`src/rtl/membus_pkg.sv`:
```
package membus_pkg;
  typedef enum logic [1:0] {
    OP_READ  = 2'd0,
    OP_WRITE = 2'd1,
    OP_FILL  = 2'd2,
    OP_NONE  = 2'd3
  } mb_op_e;

  typedef enum logic [2:0] {
    ST_IDLE,
    ST_SETUP,
    ST_STROBE,
    ST_RISE,
    ST_END
  } mb_state_e;
endpackage

```
`src/rtl/mb_timer.sv`:
```
module mb_timer #(
  parameter int CW = 2
) (
  input  logic          clk,
  input  logic          rst,
  input  logic          load,
  input  logic [CW-1:0] load_val,
  output logic          expired
);
  logic [CW-1:0] cnt_q;

  always_ff @(posedge clk) begin
    if (rst)
      cnt_q <= '0;
    else if (load)
      cnt_q <= load_val;
    else if (cnt_q != '0)
      cnt_q <= cnt_q - 1'b1;
  end

  assign expired = (cnt_q == '0);
endmodule

```
`src/rtl/mb_addr_gen.sv`:
```
module mb_addr_gen #(
  parameter int ADDR_W = 19,
  parameter int LEN_W  = 16
) (
  input  logic              clk,
  input  logic              rst,
  input  logic              start,
  input  logic [ADDR_W-1:0] start_addr,
  input  logic [LEN_W-1:0]  start_len,
  input  logic              step,
  output logic [ADDR_W-1:0] addr,
  output logic              last
);
  logic [ADDR_W-1:0] addr_q;
  logic [LEN_W-1:0]  left_q;

  always_ff @(posedge clk) begin
    if (rst) begin
      addr_q <= '0;
      left_q <= '0;
    end else if (start) begin
      addr_q <= start_addr;
      left_q <= start_len;
    end else if (step) begin
      addr_q <= addr_q + 1'b1;
      left_q <= left_q - 1'b1;
    end
  end

  assign addr = addr_q;
  assign last = (left_q <= LEN_W'(1));


  no_len_underflow_chk: assert property (@(posedge clk) disable iff (rst)
    step |-> left_q > LEN_W'(1));
endmodule

```
`src/rtl/membus_engine.sv`:
```
module membus_engine
  import membus_pkg::*;
#(
  parameter int ADDR_W     = 19,
  parameter int DATA_W     = 8,
  parameter int LEN_W      = 16,
  parameter int SETUP_CYC  = 2,
  parameter int WR_LOW_CYC = 2,
  parameter int RD_LOW_CYC = 3
) (
  input  logic              clk,
  input  logic              rst,
  input  logic              bus_grant,
  input  logic              req_valid,
  input  logic [1:0]        req_op,
  input  logic [ADDR_W-1:0] req_addr,
  input  logic [DATA_W-1:0] req_data,
  input  logic [LEN_W-1:0]  req_len,
  output logic              req_ready,
  output logic              done,
  output logic [DATA_W-1:0] rd_data,
  output logic [ADDR_W-1:0] mem_addr,
  output logic              mreq_n,
  output logic              rd_n,
  output logic              wr_n,
  output logic [DATA_W-1:0] data_out,
  output logic              data_oe,
  input  logic [DATA_W-1:0] data_in
);
  localparam int MAXC = (SETUP_CYC > WR_LOW_CYC) ?
                        ((SETUP_CYC > RD_LOW_CYC) ? SETUP_CYC : RD_LOW_CYC) :
                        ((WR_LOW_CYC > RD_LOW_CYC) ? WR_LOW_CYC : RD_LOW_CYC);
  localparam int CW = $clog2(MAXC + 1);
  localparam logic [CW-1:0] SETUP_LD = CW'(SETUP_CYC - 1);
  localparam logic [CW-1:0] WR_LD    = CW'(WR_LOW_CYC - 1);
  localparam logic [CW-1:0] RD_LD    = CW'(RD_LOW_CYC - 1);

  mb_state_e         state_q, state_d;
  mb_op_e            op_q, op_n;
  logic [DATA_W-1:0] dat_q, dat_n;
  logic              accept, tmr_load, tmr_exp, ag_step, ag_last, capture;
  logic [CW-1:0]     tmr_val;
  logic              mreq_n_q, rd_n_q, wr_n_q, oe_q, done_q;
  logic [DATA_W-1:0] dout_q, rd_q;

  assign req_ready = (state_q == ST_IDLE) && bus_grant;
  assign accept    = req_ready && req_valid;
  assign op_n      = accept ? mb_op_e'(req_op) : op_q;
  assign dat_n     = accept ? req_data : dat_q;

  mb_timer #(.CW(CW)) u_timer (
    .clk(clk), .rst(rst), .load(tmr_load), .load_val(tmr_val), .expired(tmr_exp)
  );

  mb_addr_gen #(.ADDR_W(ADDR_W), .LEN_W(LEN_W)) u_addr (
    .clk(clk), .rst(rst), .start(accept), .start_addr(req_addr),
    .start_len(req_len), .step(ag_step), .addr(mem_addr), .last(ag_last)
  );

  always_comb begin
    state_d  = state_q;
    tmr_load = 1'b0;
    tmr_val  = SETUP_LD;
    ag_step  = 1'b0;
    capture  = 1'b0;
    case (state_q)
      ST_IDLE: if (accept) begin
        if (op_n == OP_READ || op_n == OP_WRITE ||
            (op_n == OP_FILL && req_len != '0)) begin
          state_d  = ST_SETUP;
          tmr_load = 1'b1;
          tmr_val  = (op_n == OP_READ) ? '0 : SETUP_LD;
        end else begin
          state_d = ST_END;
        end
      end
      ST_SETUP: if (tmr_exp) begin
        state_d  = ST_STROBE;
        tmr_load = 1'b1;
        tmr_val  = (op_q == OP_READ) ? RD_LD : WR_LD;
      end
      ST_STROBE: if (tmr_exp) begin
        state_d = ST_RISE;
        capture = (op_q == OP_READ);
      end
      ST_RISE: begin
        if (op_q == OP_FILL && !ag_last) begin
          state_d  = ST_SETUP;
          ag_step  = 1'b1;
          tmr_load = 1'b1;
          tmr_val  = SETUP_LD;
        end else begin
          state_d = ST_END;
        end
      end
      default: state_d = ST_IDLE;
    endcase
    if (!bus_grant && state_q != ST_IDLE) begin
      state_d = ST_IDLE;
      ag_step = 1'b0;
      capture = 1'b0;
    end
  end

  always_ff @(posedge clk) begin
    if (rst) begin
      state_q  <= ST_IDLE;
      op_q     <= OP_NONE;
      dat_q    <= '0;
      mreq_n_q <= 1'b1;
      rd_n_q   <= 1'b1;
      wr_n_q   <= 1'b1;
      oe_q     <= 1'b0;
      dout_q   <= '0;
      done_q   <= 1'b0;
      rd_q     <= '0;
    end else begin
      state_q  <= state_d;
      op_q     <= op_n;
      dat_q    <= dat_n;
      mreq_n_q <= !(state_d == ST_SETUP || state_d == ST_STROBE || state_d == ST_RISE);
      rd_n_q   <= !(state_d == ST_STROBE && op_n == OP_READ);
      wr_n_q   <= !(state_d == ST_STROBE && op_n != OP_READ);
      oe_q     <= (state_d == ST_SETUP || state_d == ST_STROBE || state_d == ST_RISE)
                  && op_n != OP_READ;
      dout_q   <= ((state_d == ST_SETUP || state_d == ST_STROBE || state_d == ST_RISE)
                  && op_n != OP_READ) ? dat_n : '0;
      done_q   <= (state_d == ST_END);
      if (capture)
        rd_q <= data_in;
    end
  end

  assign mreq_n   = mreq_n_q;
  assign rd_n     = rd_n_q;
  assign wr_n     = wr_n_q;
  assign data_oe  = oe_q;
  assign data_out = dout_q;
  assign done     = done_q;
  assign rd_data  = rd_q;


  strobe_in_req_chk: assert property (@(posedge clk) disable iff (rst)
    (!rd_n || !wr_n) |-> !mreq_n);

  no_dual_strobe_chk: assert property (@(posedge clk) disable iff (rst)
    !(!rd_n && !wr_n));

  read_no_drive_chk: assert property (@(posedge clk) disable iff (rst)
    !rd_n |-> !data_oe);

  idle_bus_zero_chk: assert property (@(posedge clk) disable iff (rst)
    !data_oe |-> data_out == '0);

  wr_after_setup_chk: assert property (@(posedge clk) disable iff (rst)
    $fell(wr_n) |-> $past(data_oe));

  grant_loss_release_chk: assert property (@(posedge clk) disable iff (rst)
    !bus_grant |=> (mreq_n && rd_n && wr_n && !data_oe && !done));

  done_pulse_chk: assert property (@(posedge clk) disable iff (rst)
    done |=> !done);
endmodule

```
`config.mk`:
```
export PLATFORM = sky130hd
export DESIGN_NAME = membus_engine
export DESIGN_NICKNAME = d
export VERILOG_FILES = /design/src/rtl/membus_pkg.sv /design/src/rtl/mb_timer.sv /design/src/rtl/mb_addr_gen.sv /design/src/rtl/membus_engine.sv
export SDC_FILE = /design/constraint.sdc
export NUM_CORES = 1
export LEC_CHECK = 0
export BUFFER_PORTS_ARGS = -buffer_cell sky130_fd_sc_hd__buf_4
export CORE_MARGIN = 3
export CORE_UTILIZATION = 52
export CTS_CLUSTER_DIAMETER = 60
export CTS_CLUSTER_SIZE = 12
export DETAILED_ROUTE_END_ITERATION = 10
export PLACE_DENSITY_LB_ADDON = 0.15
export SETUP_SLACK_MARGIN = 0.02
export SLEW_MARGIN = 20
export SYNTH_ARGS = -nofsm -noshare
export SYNTH_HDL_FRONTEND = slang
export SYNTH_SLANG_ARGS = --single-unit
export TNS_END_PERCENT = 5
```
`constraint.sdc`:
```
create_clock -name clk -period 2.4 [get_ports clk]
set_clock_uncertainty 0.1 [all_clocks]
set_input_delay 0.24 -clock clk [delete_from_list [all_inputs] [get_ports clk]]
set_output_delay 0.24 -clock clk [all_outputs]
set_load 0.03 [all_outputs]
```
# Word level (Yosys, flattened, before mapping)
# Index checks and enable logic that the tools add are counted.
[op_classes]
n_addsub = 3
n_lt_le_gt_ge = 1
n_eq_ne = 10
n_mux = 31
bitwise_logic = 1
reduce_logical = 28
[ops]
columns = ["operator", "count"]
rows = [
  ["$mux W19", 2],
  ["$mux W16", 2],
  ["$add A19 B1 Y19 const B", 1],
  ["$mux W3", 6],
  ["$le A16 B1 Y1 const B", 1],
  ["$reduce_bool A16 Y1", 1],
  ["$sub A16 B1 Y16 const B", 1],
  ["$eq A3 B2 Y1 const B", 4],
  ["$mux W1", 12],
  ["$pmux W3 S4", 1],
  ["$mux W2", 5],
  ["$logic_and A1 B1 Y1", 8],
  ["$mux W8", 1],
  ["$reduce_bool A2 Y1", 4],
  ["$eq A3 B1 Y1 const B", 2],
  ["$logic_not A2 Y1", 3],
  ["$logic_not A1 Y1", 5],
  ["$eq A2 B2 Y1 const B", 2],
  ["$logic_or A1 B1 Y1", 4],
  ["$pmux W2 S2", 1],
  ["$eq A3 B3 Y1 const B", 1],
  ["$logic_not A3 Y1", 1],
  ["$pmux W1 S3", 1],
  ["$reduce_bool A3 Y1", 1],
  ["4 further kinds", 4],
]
[totals]
ff_bits = 71
in_bits = 57
output_inout_bits = 41
wordCells = 87

# Logic depth before layout (Yosys ltp)
[logic_depth]
depth_word = 17
mapped_depth = 10

# By module
# A second synthesis with hierarchy kept.
[unflattened]
hier_cells = 395
area_unflattened_um2 = 3433.3
[by_module_without_submodules]
columns = ["module", "n_inst", "cells_per_inst", "area_each_um2", "seq_area_each_um2"]
rows = [
  ["mb_addr_gen", 1, 247, 1951.9, 700.7],
  ["membus_engine", 1, 136, 1360.1, 680.7],
  ["mb_timer", 1, 12, 121.4, 40.0],
]

# Worst setup path before layout
# OpenSTA, ideal clock, no wires.
[synth_timing]
kind = "flip-flop to flip-flop"
from = "register state_q[2]"
to = "register u_addr.addr_q[12] (netlist: u_addr.addr[12])"
t_arrival_ns = 1.941
setup_slack_ns = 0.268
path_stages_with_launch = 8
path_buffers = 3
synth_period_minus_slack_ns = 2.132
cell_sequence = "dfxtp_1 -> buf_6 -> nor4b_4 -> and2_0 -> clkbuf_1 -> clkbuf_1 -> a311oi_1 -> a311oi_1"
[synth_via]
elab_chain_len = 4
elab_cells_between_ends = 10
classes_between = "eq/ne (1); mux (3); reduce/logical (6)"
[synth_rtl]
columns = ["item", "line_no", "source"]
rows = [
  ["from (decl)", "membus_engine.sv:38", "mb_state_e state_q, state_d;"],
  ["from (signal assigned)", "membus_engine.sv:118", "state_q <= state_d;"],
  ["$logic_not A3 Y1 (*)", "membus_engine.sv:46", "assign req_ready = (state_q == ST_IDLE) && bus_grant;"],
  ["$logic_and A1 B1 Y1 (*)", "membus_engine.sv:46", ""],
  ["via req_ready", "membus_engine.sv:19", "output logic req_ready,"],
  ["$logic_and A1 B1 Y1 (*)", "membus_engine.sv:47", "assign accept = req_ready && req_valid;"],
  ["$mux W19 / $reduce_bool A2 Y1 (equally long branches)", "n/a", ""],
  ["to (signal assigned)", "mb_addr_gen.sv:22", "addr_q <= start_addr;"],
  ["to (signal assigned)", "mb_addr_gen.sv:25", "addr_q <= addr_q + 1'b1;"],
  ["to (decl)", "mb_addr_gen.sv:14", "logic [ADDR_W-1:0] addr_q;"],
]
# Mark *: on every way through the listed nets, which the timed path passes. The rest lies on a longest branch.
# A chain may end at the register's enable or synchronous reset.

# Final worst setup path
[layout_timing]
from = "register u_addr.left_q[4]"
to = "register u_addr.addr_q[15] (netlist: u_addr.addr[15])"
[layout_via]
elab_chain_len = 7
[layout_rtl]
columns = ["item", "line_no", "source"]
rows = [
  ["from (decl)", "mb_addr_gen.sv:15", "logic [LEN_W-1:0] left_q;"],
  ["from (signal assigned)", "mb_addr_gen.sv:23", "left_q <= start_len;"],
  ["from (signal assigned)", "mb_addr_gen.sv:26", "left_q <= left_q - 1'b1;"],
  ["$le A16 B1 Y1", "mb_addr_gen.sv:31", "assign last = (left_q <= LEN_W'(1));"],
  ["$logic_not A1 Y1", "membus_engine.sv:87", "if (op_q == OP_FILL && !ag_last) begin"],
  ["$logic_and A1 B1 Y1", "membus_engine.sv:87", ""],
  ["$mux W1", "membus_engine.sv:87", ""],
  ["$mux W1", "membus_engine.sv:66", "case (state_q)"],
  ["$mux W1", "membus_engine.sv:98", "if (!bus_grant && state_q != ST_IDLE) begin"],
  ["$reduce_bool A2 Y1 (no source line)", "n/a", ""],
]
# Every way passes these cells.

==> flow_metrics.py <==
metrics = {
    "status": {
        "outcome": "complete, no violations",
    },
    "final_layout": {
        "drive_above_1_share": 0.2994,
        "fin_cells": 578,
        "seq_area_um2": 1421,
        "multiInputGateArea_um2": 2013,
        "nets": 557,
        "fin_area_um2": 4633,
        "syn2layout_area_growth_pct": 29.34,
        "antenna_cells": 0,
        "fill_cells": 510,
    },
    "synthesis": {
        "syn-cell-area_um2": 3582,
        "synth_cell_types": 71,
        "synth_area_leaders": "dfxtp_1, nor2_1, mux2i_1",
        "syn-mean-instance-area_um2": 8.955,
        "ys_seq_area_frac": 0.3968,
        "async_flop_share": 0,
        "yosys.area.top_type": "dfxtp_1",
        "synth_edf_count": 0,
        "synth_flop_cell": "dfxtp_1",
        "ys_ff_latch": 71,
        "synth_nets": 461,
        "netlist.area_leader.share": 0.3968,
        "synthCells": 400,
        "synthTopCellsByCount": "dfxtp_1, nor2_1, mux2i_1",
        "yosys_warnings": 0,
        "yosysMostFrequentCell": "dfxtp_1",
    },
    "min_path": {
        "hold_path_end": "rd_data[1]",
        "min_delay_path_depth": 3,
        "hp-class": "input pin to flip-flop",
        "worstHoldStart": "data_in[1]",
    },
    "setup_path": {
        "cpPeakStageDelay_ns": 0.37,
        "worstSetupPathType": "flip-flop to flip-flop",
        "crit_top_cell": "buf_4",
        "cp.arrival_ns": 2.42,
        "cp-start-kind": "flip-flop",
        "path_max_fanout": 6,
        "endpoint_kind": "flip-flop",
        "r2r_end": "u_addr.addr[15]",
        "r2r_cells": 7,
        "path_cells": "nor4_2, buf_4, nand4b_2, buf_4, o211ai_1, o21ai_0, a311oi_1",
        "cp.required_ns": 2.56,
        "rrSetupSlack_ns": 0.14,
        "regToRegStartpoint": "u_addr.left_q[4]",
        "crit_slowest_cell": "dfxtp_1",
    },
    "detailed_routing": {
        "vias": 3464,
        "ant_nets": 0,
        "drt-total-wl_um": 9492,
        "drtIter0Drc": 219,
        "post_drt_wl_per_cell_um": 16.42,
        "vias_per_cell": 5.993,
        "dr.pass1.iters": 4,
        "drc": 0,
    },
    "pwr": {
        "finalPower_uw": 3195,
        "leakagePower_uw": 0.001957,
        "p_per_area_nw_per_um2": 689.5,
        "ir_drop_v": 0.0004175,
    },
    "floorplan": {
        "fp.coreArea_um2": 6495,
        "num_rows": 29,
        "die_h_um": 89,
        "fp.dieW_um": 89,
        "dieArea_um2": 7921,
        "ios": 98,
        "start_util": 0.5515,
    },
    "cts": {
        "insertion_delay_ns": 0.35,
        "clockBufferDepth": 2,
        "postCtsHoldBufs": 0,
        "root_buffer": "clkbuf_8",
        "cts_tree": "yes",
        "numCtsBuffers": 9,
        "cts_htree_levels": 3,
        "clk_pin_slew_ns": 0.08,
        "numClockSinks": 71,
    },
    "sta": {
        "worst-slew-pin-transition_ns": 0.6997,
        "finalSetupViolCount": 0,
        "fin_crit_ns": 2.261,
        "timing.fmax_ghz": 0.4423,
        "timing_hold_violations_final": 0,
        "drv_slew": 0,
        "rsz0062_at_grt": "yes",
        "slew_headroom": 0.5336,
        "finalCritPeriodShare": 0.9420,
    },
    "placement": {
        "placed_cell_area_um2": 4349,
        "place.gp.congestion": 0.9059,
        "place_hpwl_um": 6802,
        "dp.cells": 561,
        "place.port_buffers": 97,
    },
    "global_route": {
        "grt_antenna_before_repair": 0,
        "grt-ovfl-total": 0,
        "grt_pass1_vias": 3074,
        "grt_usage": 0.2404,
        "grt_pass1_wl_um": 14860,
        "grt_max_degree": 67,
    },
    "job": {
        "drv_cap": 0,
    },
}
[cells by family (layout without fill, tap and decap cells)]
logic type	after synthesis	after routing	share of synthesized area
buf+inv	35	136	0.05588
compound gates	96	96	0.2068
simple gates	168	168	0.2560
xor+xnor	7	7	0.01712
flops	71	71	0.3968
mux	19	19	0.05344
fa+ha+maj	4	4	0.01397
[cell type report]
type,count,area share
Multi-Input combinational cell,294,0.4345
Clock inverter,7,0.02214
Clock buffer,9,0.02674
Sequential cell,71,0.3068
Timing Repair Buffer,110,0.1809
Inverter,10,0.008102
Tap cell,77,0.02079
[layout by cell type, fill, tap and decap left out, types with 5 or more instances in the layout]
cell type	netlist	final
nand3_1	17	17
a21oi_1	10	10
inv_1	10	10
nor3_1	16	15
a31oi_1	8	8
mux2i_1	18	18
a211oi_1	10	10
buf_4	2	109
o211ai_1	6	6
nor2_1	56	55
o21ai_0	8	8
clkbuf_8	4	9
or3_1	11	11
or4_1	6	5
nor4_1	11	10
nand2b_1	5	5
a311oi_1	13	13
nand2_1	16	15
a2bb2oi_1	5	5
dfxtp_1	71	71
[report_power, final]
part	internal [µW]	total, µW	switching, µW
Combinational	329	755	426
Sequential	1270	1360	96.0
Clock	596	1080	482
Total	2190	3190	1000
[repair_timing]
action | CTS | global route
resized for setup | 5 | 4
pin swaps | 0 | 2
setup buffers | 0 | 1
setup endpoints to repair | 28 | 5
endpoints found under the hold margin | 0 | 0
[worst max-delay path by stage]
stage	startpoint	endpoint	slack (ns)	cells after the start
after floorplan	state_q[2]	u_addr.addr[12]	0.27	7
after global placement	u_addr.left_q[0]	data_out[7]	0.07	7
after detailed placement	u_addr.left_q[0]	data_out[7]	-0.11	7
after CTS	u_addr.left_q[0]	u_addr.left_q[10]	0.08	7
after global routing	u_addr.left_q[8]	u_addr.addr[15]	0.02	6
final	u_addr.left_q[4]	u_addr.addr[15]	0.14	7
[state kept, by name, summed over array words and instances, names as in the netlist]
register,cells
u_timer.cnt_q,2
u_addr.left_q,16
rd_n,1
mreq_n,1
wr_n,1
data_out,8
data_oe,1
done,1
rd_data,8
op_q,2
u_addr.addr,19
state_q,3
dat_q,8
[critical path, delay by kind of cell (launching register included)]
family | cells | cell delay (ns)
AO/OA/AOI/OAI | 3 | 0.77
AND/OR/NAND/NOR | 2 | 0.53
buffers and inverters | 2 | 0.42
flip-flops | 1 | 0.37
[per-layer routing]
metal  routed length [µm]  up-vias  GRT usage
met5                    0        -          0
li1                     -     1704          -
met4                  116        0    0.07172
met2                 4282      130     0.3529
met1                 4375     1618     0.3405
met3                  718       12    0.07281
[stage by stage]
step	hold WS (ns)	TNS (ns)	util	worst slack [ns]
floorplan	0.2839	0	-	0.2680
global placement	0.3704	0	0.6696	0.06606
detailed placement	0.3806	-1.036	0.6696	-0.1087
CTS	0.01459	0	0.7093	0.08288
global route	0.01988	0	0.7134	0.01825
finish	0.01981	0	0.7134	0.1391
(Power assumes the default switching activity.)
